--- config.mk ---
export PLATFORM = sky130hd
export DESIGN_NAME = uart_brk_rx
export DESIGN_NICKNAME = d
export VERILOG_FILES = /design/src/rtl/uart_brk_pkg.sv /design/src/rtl/uart_brk_sync.sv /design/src/rtl/uart_brk_frame.sv /design/src/rtl/uart_brk_detect.sv /design/src/rtl/uart_brk_rx.sv
export SDC_FILE = /design/constraint.sdc
export NUM_CORES = 1
export LEC_CHECK = 0
export BUFFER_PORTS_ARGS = -buffer_cell sky130_fd_sc_hd__buf_2
export CORE_UTILIZATION = 40
export CTS_CLUSTER_SIZE = 30
export DETAILED_ROUTE_END_ITERATION = 16
export PLACE_DENSITY_LB_ADDON = 0.25
export SLEW_MARGIN = 10
export SYNTH_ARGS = -nofsm -noshare
export SYNTH_HDL_FRONTEND = slang
export SYNTH_SLANG_ARGS = --single-unit
--- constraint.sdc ---
create_clock -name clk -period 2.15 [get_ports clk]
set_input_delay 0.43 -clock clk [delete_from_list [all_inputs] [get_ports clk]]
set_output_delay 0.43 -clock clk [all_outputs]
set_load 0.1 [all_outputs]
--- src/rtl/uart_brk_pkg.sv ---
package uart_brk_pkg;

    localparam int DATA_W = 8;

    localparam logic [1:0] ADDR_CTL  = 2'd0;
    localparam logic [1:0] ADDR_STAT = 2'd1;
    localparam logic [1:0] ADDR_DATA = 2'd2;

    // control register bit positions
    localparam int CTL_TOP  = 7;
    localparam int CTL_NINE = 6;
    localparam int CTL_RB8  = 2;
    localparam int CTL_RI   = 0;

    // status register bit positions
    localparam int STAT_SEL = 7;
    localparam int STAT_BRK = 1;
    localparam int STAT_FE  = 0;

    typedef enum logic [2:0] {
        RX_IDLE,
        RX_START,
        RX_DATA,
        RX_STOP,
        RX_HOLD
    } rx_state_t;

    typedef struct packed {
        logic              mode0;
        logic              nine;
        logic              fe_sel;
        logic              fe;
        logic              brk;
        logic              ri;
        logic              rb8;
        logic [DATA_W-1:0] rdata;
    } regs_t;

endpackage

--- src/rtl/uart_brk_sync.sv ---
module uart_brk_sync #(
    parameter int STAGES = 2
) (
    input  logic clk,
    input  logic rst_n,
    input  logic din,
    output logic dout
);
    logic [STAGES-1:0] sh_d, sh_q;

    always_comb begin
        sh_d = {sh_q[STAGES-2:0], din};
    end

    always_ff @(posedge clk or negedge rst_n) begin
        if (!rst_n) sh_q <= '1;
        else        sh_q <= sh_d;
    end

    assign dout = sh_q[STAGES-1];
endmodule

--- src/rtl/uart_brk_frame.sv ---
module uart_brk_frame
    import uart_brk_pkg::*;
#(
    parameter int OVS = 16,
    parameter int DW  = 8
) (
    input  logic          clk,
    input  logic          rst_n,
    input  logic          tick,
    input  logic          line,
    input  logic          nine,
    output logic          done,
    output logic          stop_bad,
    output logic [DW-1:0] data,
    output logic          bit8
);
    localparam int CW   = $clog2(OVS);
    localparam int IW   = $clog2(DW + 2);
    localparam int HALF = OVS / 2;

    typedef struct packed {
        rx_state_t     st;
        logic [CW-1:0] cnt;
        logic [IW-1:0] idx;
        logic [DW:0]   shreg;
        logic          done;
        logic          stop_bad;
        logic [DW-1:0] data;
        logic          bit8;
    } frame_t;

    frame_t r_d, r_q;
    logic [IW-1:0] last_idx;

    always_comb begin
        r_d      = r_q;
        r_d.done = 1'b0;
        last_idx = nine ? IW'(DW) : IW'(DW - 1);
        if (tick) begin
            unique case (r_q.st)
                RX_IDLE: begin
                    if (!line) begin
                        r_d.st  = RX_START;
                        r_d.cnt = '0;
                    end
                end
                RX_START: begin
                    if (r_q.cnt == CW'(HALF - 1)) begin
                        r_d.cnt = '0;
                        r_d.idx = '0;
                        r_d.st  = line ? RX_IDLE : RX_DATA;
                    end else begin
                        r_d.cnt = r_q.cnt + 1'b1;
                    end
                end
                RX_DATA: begin
                    if (r_q.cnt == CW'(OVS - 1)) begin
                        r_d.cnt              = '0;
                        r_d.shreg[r_q.idx]   = line;
                        r_d.idx              = r_q.idx + 1'b1;
                        if (r_q.idx == last_idx) r_d.st = RX_STOP;
                    end else begin
                        r_d.cnt = r_q.cnt + 1'b1;
                    end
                end
                RX_STOP: begin
                    if (r_q.cnt == CW'(OVS - 1)) begin
                        r_d.cnt      = '0;
                        r_d.done     = 1'b1;
                        r_d.stop_bad = !line;
                        r_d.data     = r_q.shreg[DW-1:0];
                        r_d.bit8     = nine ? r_q.shreg[DW] : 1'b0;
                        r_d.st       = line ? RX_IDLE : RX_HOLD;
                    end else begin
                        r_d.cnt = r_q.cnt + 1'b1;
                    end
                end
                RX_HOLD: begin
                    if (line) r_d.st = RX_IDLE;
                end
                default: r_d.st = RX_IDLE;
            endcase
        end
    end

    always_ff @(posedge clk or negedge rst_n) begin
        if (!rst_n) begin
            r_q    <= '0;
            r_q.st <= RX_IDLE;
        end else begin
            r_q <= r_d;
        end
    end

    assign done     = r_q.done;
    assign stop_bad = r_q.stop_bad;
    assign data     = r_q.data;
    assign bit8     = r_q.bit8;
endmodule

--- src/rtl/uart_brk_detect.sv ---
module uart_brk_detect #(
    parameter int OVS        = 16,
    parameter int BREAK_BITS = 11
) (
    input  logic clk,
    input  logic rst_n,
    input  logic tick,
    input  logic line,
    output logic pulse
);
    localparam int LIMIT = BREAK_BITS * OVS;
    localparam int CW    = $clog2(LIMIT + 1);

    typedef struct packed {
        logic [CW-1:0] cnt;
        logic          pulse;
    } det_t;

    det_t r_d, r_q;

    always_comb begin
        r_d       = r_q;
        r_d.pulse = 1'b0;
        if (tick) begin
            if (line) begin
                r_d.cnt = '0;
            end else if (r_q.cnt != CW'(LIMIT)) begin
                r_d.cnt = r_q.cnt + 1'b1;
                if (r_q.cnt == CW'(LIMIT - 1)) r_d.pulse = 1'b1;
            end
        end
    end

    always_ff @(posedge clk or negedge rst_n) begin
        if (!rst_n) r_q <= '0;
        else        r_q <= r_d;
    end

    assign pulse = r_q.pulse;
endmodule

--- src/rtl/uart_brk_rx.sv ---
module uart_brk_rx
    import uart_brk_pkg::*;
#(
    parameter int OVS         = 16,
    parameter int BREAK_BITS  = 11,
    parameter int SYNC_STAGES = 2
) (
    input  logic       clk,
    input  logic       rst_n,
    input  logic       os_tick,
    input  logic       rxd,
    input  logic       wr_en,
    input  logic [1:0] wr_addr,
    input  logic [7:0] wr_data,
    input  logic [1:0] rd_addr,
    output logic [7:0] rd_data,
    output logic       rx_irq,
    output logic       break_pulse
);
    logic              line_s;
    logic              rx_done;
    logic              rx_stop_bad;
    logic [DATA_W-1:0] rx_byte;
    logic              rx_bit8;
    logic              brk_hit;
    regs_t             r_d, r_q;

    uart_brk_sync #(.STAGES(SYNC_STAGES)) u_sync (
        .clk  (clk),
        .rst_n(rst_n),
        .din  (rxd),
        .dout (line_s)
    );

    uart_brk_frame #(.OVS(OVS), .DW(DATA_W)) u_frame (
        .clk     (clk),
        .rst_n   (rst_n),
        .tick    (os_tick),
        .line    (line_s),
        .nine    (r_q.nine),
        .done    (rx_done),
        .stop_bad(rx_stop_bad),
        .data    (rx_byte),
        .bit8    (rx_bit8)
    );

    uart_brk_detect #(.OVS(OVS), .BREAK_BITS(BREAK_BITS)) u_det (
        .clk  (clk),
        .rst_n(rst_n),
        .tick (os_tick),
        .line (line_s),
        .pulse(brk_hit)
    );

    always_comb begin
        r_d = r_q;
        if (wr_en) begin
            unique case (wr_addr)
                ADDR_CTL: begin
                    r_d.nine = wr_data[CTL_NINE];
                    if (!r_q.fe_sel)              r_d.mode0 = wr_data[CTL_TOP];
                    else if (!wr_data[CTL_TOP])   r_d.fe    = 1'b0;
                    if (!wr_data[CTL_RI])         r_d.ri    = 1'b0;
                end
                ADDR_STAT: begin
                    r_d.fe_sel = wr_data[STAT_SEL];
                    if (!wr_data[STAT_FE])        r_d.fe    = 1'b0;
                    if (wr_data[STAT_BRK])        r_d.brk   = 1'b0;
                end
                default: ;
            endcase
        end
        if (rx_done) begin
            r_d.ri    = 1'b1;
            r_d.rdata = rx_byte;
            r_d.rb8   = rx_bit8;
            if (rx_stop_bad) r_d.fe = 1'b1;
        end
        if (brk_hit) r_d.brk = 1'b1;
    end

    always_ff @(posedge clk or negedge rst_n) begin
        if (!rst_n) r_q <= '0;
        else        r_q <= r_d;
    end

    always_comb begin
        rd_data = '0;
        unique case (rd_addr)
            ADDR_CTL: begin
                rd_data[CTL_TOP]  = r_q.fe_sel ? r_q.fe : r_q.mode0;
                rd_data[CTL_NINE] = r_q.nine;
                rd_data[CTL_RB8]  = r_q.rb8;
                rd_data[CTL_RI]   = r_q.ri;
            end
            ADDR_STAT: begin
                rd_data[STAT_SEL] = r_q.fe_sel;
                rd_data[STAT_BRK] = r_q.brk;
                rd_data[STAT_FE]  = r_q.fe;
            end
            ADDR_DATA: rd_data = r_q.rdata;
            default:   rd_data = '0;
        endcase
    end

    assign rx_irq      = r_q.ri;
    assign break_pulse = brk_hit;
endmodule

==> results.sh <==
export IMPL_outcome="complete, no violations"
export IMPL_io_pins=27
export IMPL_synthTopCellsByCount="55 x dfrtp_1, 16 x nand3_1, 14 x inv_1, 14 x mux2_2, 12 x nand2_1"
export IMPL_grt_util_all_layers=0.158
export IMPL_synthFlopType="dfrtp_1"
export IMPL_irDropWorstVdd_mv=0.414
export IMPL_syn_nets=283
export IMPL_via_per_inst=5.17
export IMPL_cts_max_level=3
export IMPL_syn_area_mm2=0.00288
export IMPL_synth_largest_area_cell="dfrtp_1"
export IMPL_cp_depth=4
export IMPL_drive_above_1_share=0.249
export IMPL_async_flop_share=1.00
export IMPL_die_area_mm2=0.00755
export IMPL_crit_slowest_cell="dfrtp_1"
export IMPL_setup_ws_ps=77.7
export IMPL_cts_made_buffers=9
export IMPL_leakage_nw=1.59
export IMPL_gp_congestion=0.826
export IMPL_required_ps=1720
export IMPL_ys_seq_elements=57
export IMPL_slew_headroom=0.678
export IMPL_hold_ws_ps=86.1
export IMPL_start_util=0.419
export IMPL_synth_most_common_cell="dfrtp_1"
export IMPL_worstReg2RegStart="u_frame.r_q[24]$_DFFE_PN0P_"
export IMPL_setup_viol_count_final=0
export IMPL_yosysSeqAreaShare=0.496
export IMPL_cts_root_buf="clkbuf_8"
export IMPL_fillers=631
export IMPL_first_iter_violations=94
export IMPL_synth_area_per_cell_um2=11.3
export IMPL_placed_cells=365
export IMPL_cp_end_kind="output port"
export IMPL_cp_arrival_ps=1640
export IMPL_synth_top_cells_by_area="dfrtp_1 48%, mux2_2 5.5%, ha_1 4.8%"
export IMPL_cts_tree="built"
export IMPL_layout_area_overhead_vs_synth_pct=18.0
export IMPL_grt_pass1_vias=1872
export IMPL_clock_path_buffers=2
export IMPL_antenna_left=0
export IMPL_utilization=0.495
export IMPL_die_h_um=86.9
export IMPL_path_max_fanout=5
export IMPL_synth_warnings=0
export IMPL_timing_clock_skew_ps=7.59
export IMPL_layout_cells_non_filler=381
export IMPL_r2r_cells=5
export IMPL_grt_setup_unrepaired="true"
export IMPL_crit_buf_inv=1
export IMPL_postCtsSetupRepairBufs=0
export IMPL_hold_path_class="in2async"
export IMPL_port_buffers=22
export IMPL_finalCritPeriodShare=0.964
export IMPL_antenna_cells=0
export IMPL_core_area_mm2=0.00687
export IMPL_cap_violations=0
export IMPL_total_power_mw=2.71
export IMPL_syn_inst=255
export IMPL_p_per_area_mw_per_mm2=796
export IMPL_grt_first_pass_wirelength_um=8990
export IMPL_place_ws_ps=143
export IMPL_drc=0
export IMPL_path_delay_family="flip-flops"
export IMPL_synth_edf_count=0
export IMPL_fmax_ghz=0.483
export IMPL_antenna_found_initial=0
export IMPL_avgRoutedWirePerCell_um=13.3
export IMPL_die_w_um=86.9
export IMPL_slowest_delay_ps=400
export IMPL_hpwl_um=3590
export IMPL_worst_slew_pin_slew_ps=486
export IMPL_final_nets=308
export IMPL_crit_chain="mux2_2, a222oi_1, nor2_2, buf_4"
export IMPL_finalWirelength_um=5050
export IMPL_r2r_slack_ps=230
export IMPL_grt_overflow=0
export IMPL_synth_cell_types=52
export IMPL_detail_route_first_pass_iterations=4
export IMPL_worstSetupPathType="reg2out"
export IMPL_hold_viol=0
export IMPL_period_minus_slack_ps=2070
export IMPL_synth_top_area_share=0.478
export IMPL_clk_pin_slew_ps=70
export IMPL_clock_latency_ps=330
export IMPL_via_count=1970
export IMPL_start_kind="register"
export IMPL_grt_max_degree=58
export IMPL_cts_sinks=57
export IMPL_finalMaxSlewViolations=0
export IMPL_core_rowCount=30
## worst max path at each step
stage / start / end / slack, ps
2_1_floorplan: rx_irq$_DFFE_PN0P_ / rd_data[0] / -220
3_3_place_gp: u_frame.r_q[24]$_DFFE_PN0P_ / register / 170
3_5_place_dp: rd_addr[0] / rd_data[0] / 140
4_1_cts: r_q[12]$_DFFE_PN0P_ / rd_data[7] / 0.9
5_1_grt: r_q[12]$_DFFE_PN0P_ / rd_data[7] / -30
6_report: r_q[12]$_DFFE_PN0P_ / rd_data[7] / 80
## layout make-up
cell class                 count  area [um2]  share of cell area
sequential                    57        1430               0.420
multi-input combinational    172        1340               0.393
timing repair buffer          26         258              0.0758
clock buffer                  12         155              0.0456
tap                           96         120              0.0353
inverter                      14        52.6              0.0155
clock inverter                 4        51.3              0.0151
## report_power, final
group	internal [mW]	switching, mW	total [mW]
Sequential	1.16	0.119	1.28
Clock	0.598	0.414	1.01
Combinational	0.183	0.235	0.418
## metrics by stage
step | setup TNS (ps) | area, um2
after detailed placement | 0 | 3190
final | 0 | 3400
after global routing | -33.9 | 3400
after CTS | 0 | 3400
after global placement | 0 | 3190
after floorplan | -220 | 2890
## metal layers
layer,part of all wire,GRT usage
met2,0.48,0.247
met5,0,0
met1,0.46,0.199
met3,0.046,0.0588
met4,0.013,0.0606
## logic make-up (layout without fill, tap and decap cells)
logic type | after synthesis | after routing | share of synthesized area
AOI/OAI and AO/OA | 44 | 44 | 0.106
xor gates and xnor gates | 4 | 4 | 0.0122
adders and majority gates | 11 | 11 | 0.0478
buffers and inverters | 26 | 56 | 0.0439
DFF | 57 | 57 | 0.496
muxes | 32 | 32 | 0.134
and+or+nand+nor | 81 | 81 | 0.161
## cell usage in the layout, fill, tap and decap left out, types with 2 or more instances in the layout
cell type / n
dfrtp_1: 55
nand3_1: 16
buf_2: 15
inv_1: 14
mux2_2: 14
nand2_1: 12
ha_1: 11
clkbuf_8: 11
mux2_1: 10
nor2_1: 9
a21oi_1: 9
o21ai_0: 8
buf_12: 8
mux2_4: 7
a22o_1: 6
nand2b_1: 6
nand4_1: 5
nand3b_1: 4
nor2b_1: 4
and2_1: 3
o31ai_1: 3
and3_1: 3
o21ai_1: 3
xor2_1: 3
buf_4: 3
a222oi_1: 2
nor2_2: 2
and4_1: 2
nor3b_1: 2
and3b_1: 2
o22ai_1: 2
nor3_1: 2
dfstp_2: 2
## what timing repair did
action	4_1_cts	5_1_grt
hold buffers	0	0
gates resized for setup	0	3
endpoints found under the setup margin	0	2
Note: power is estimated with default switching activity, not from simulation.
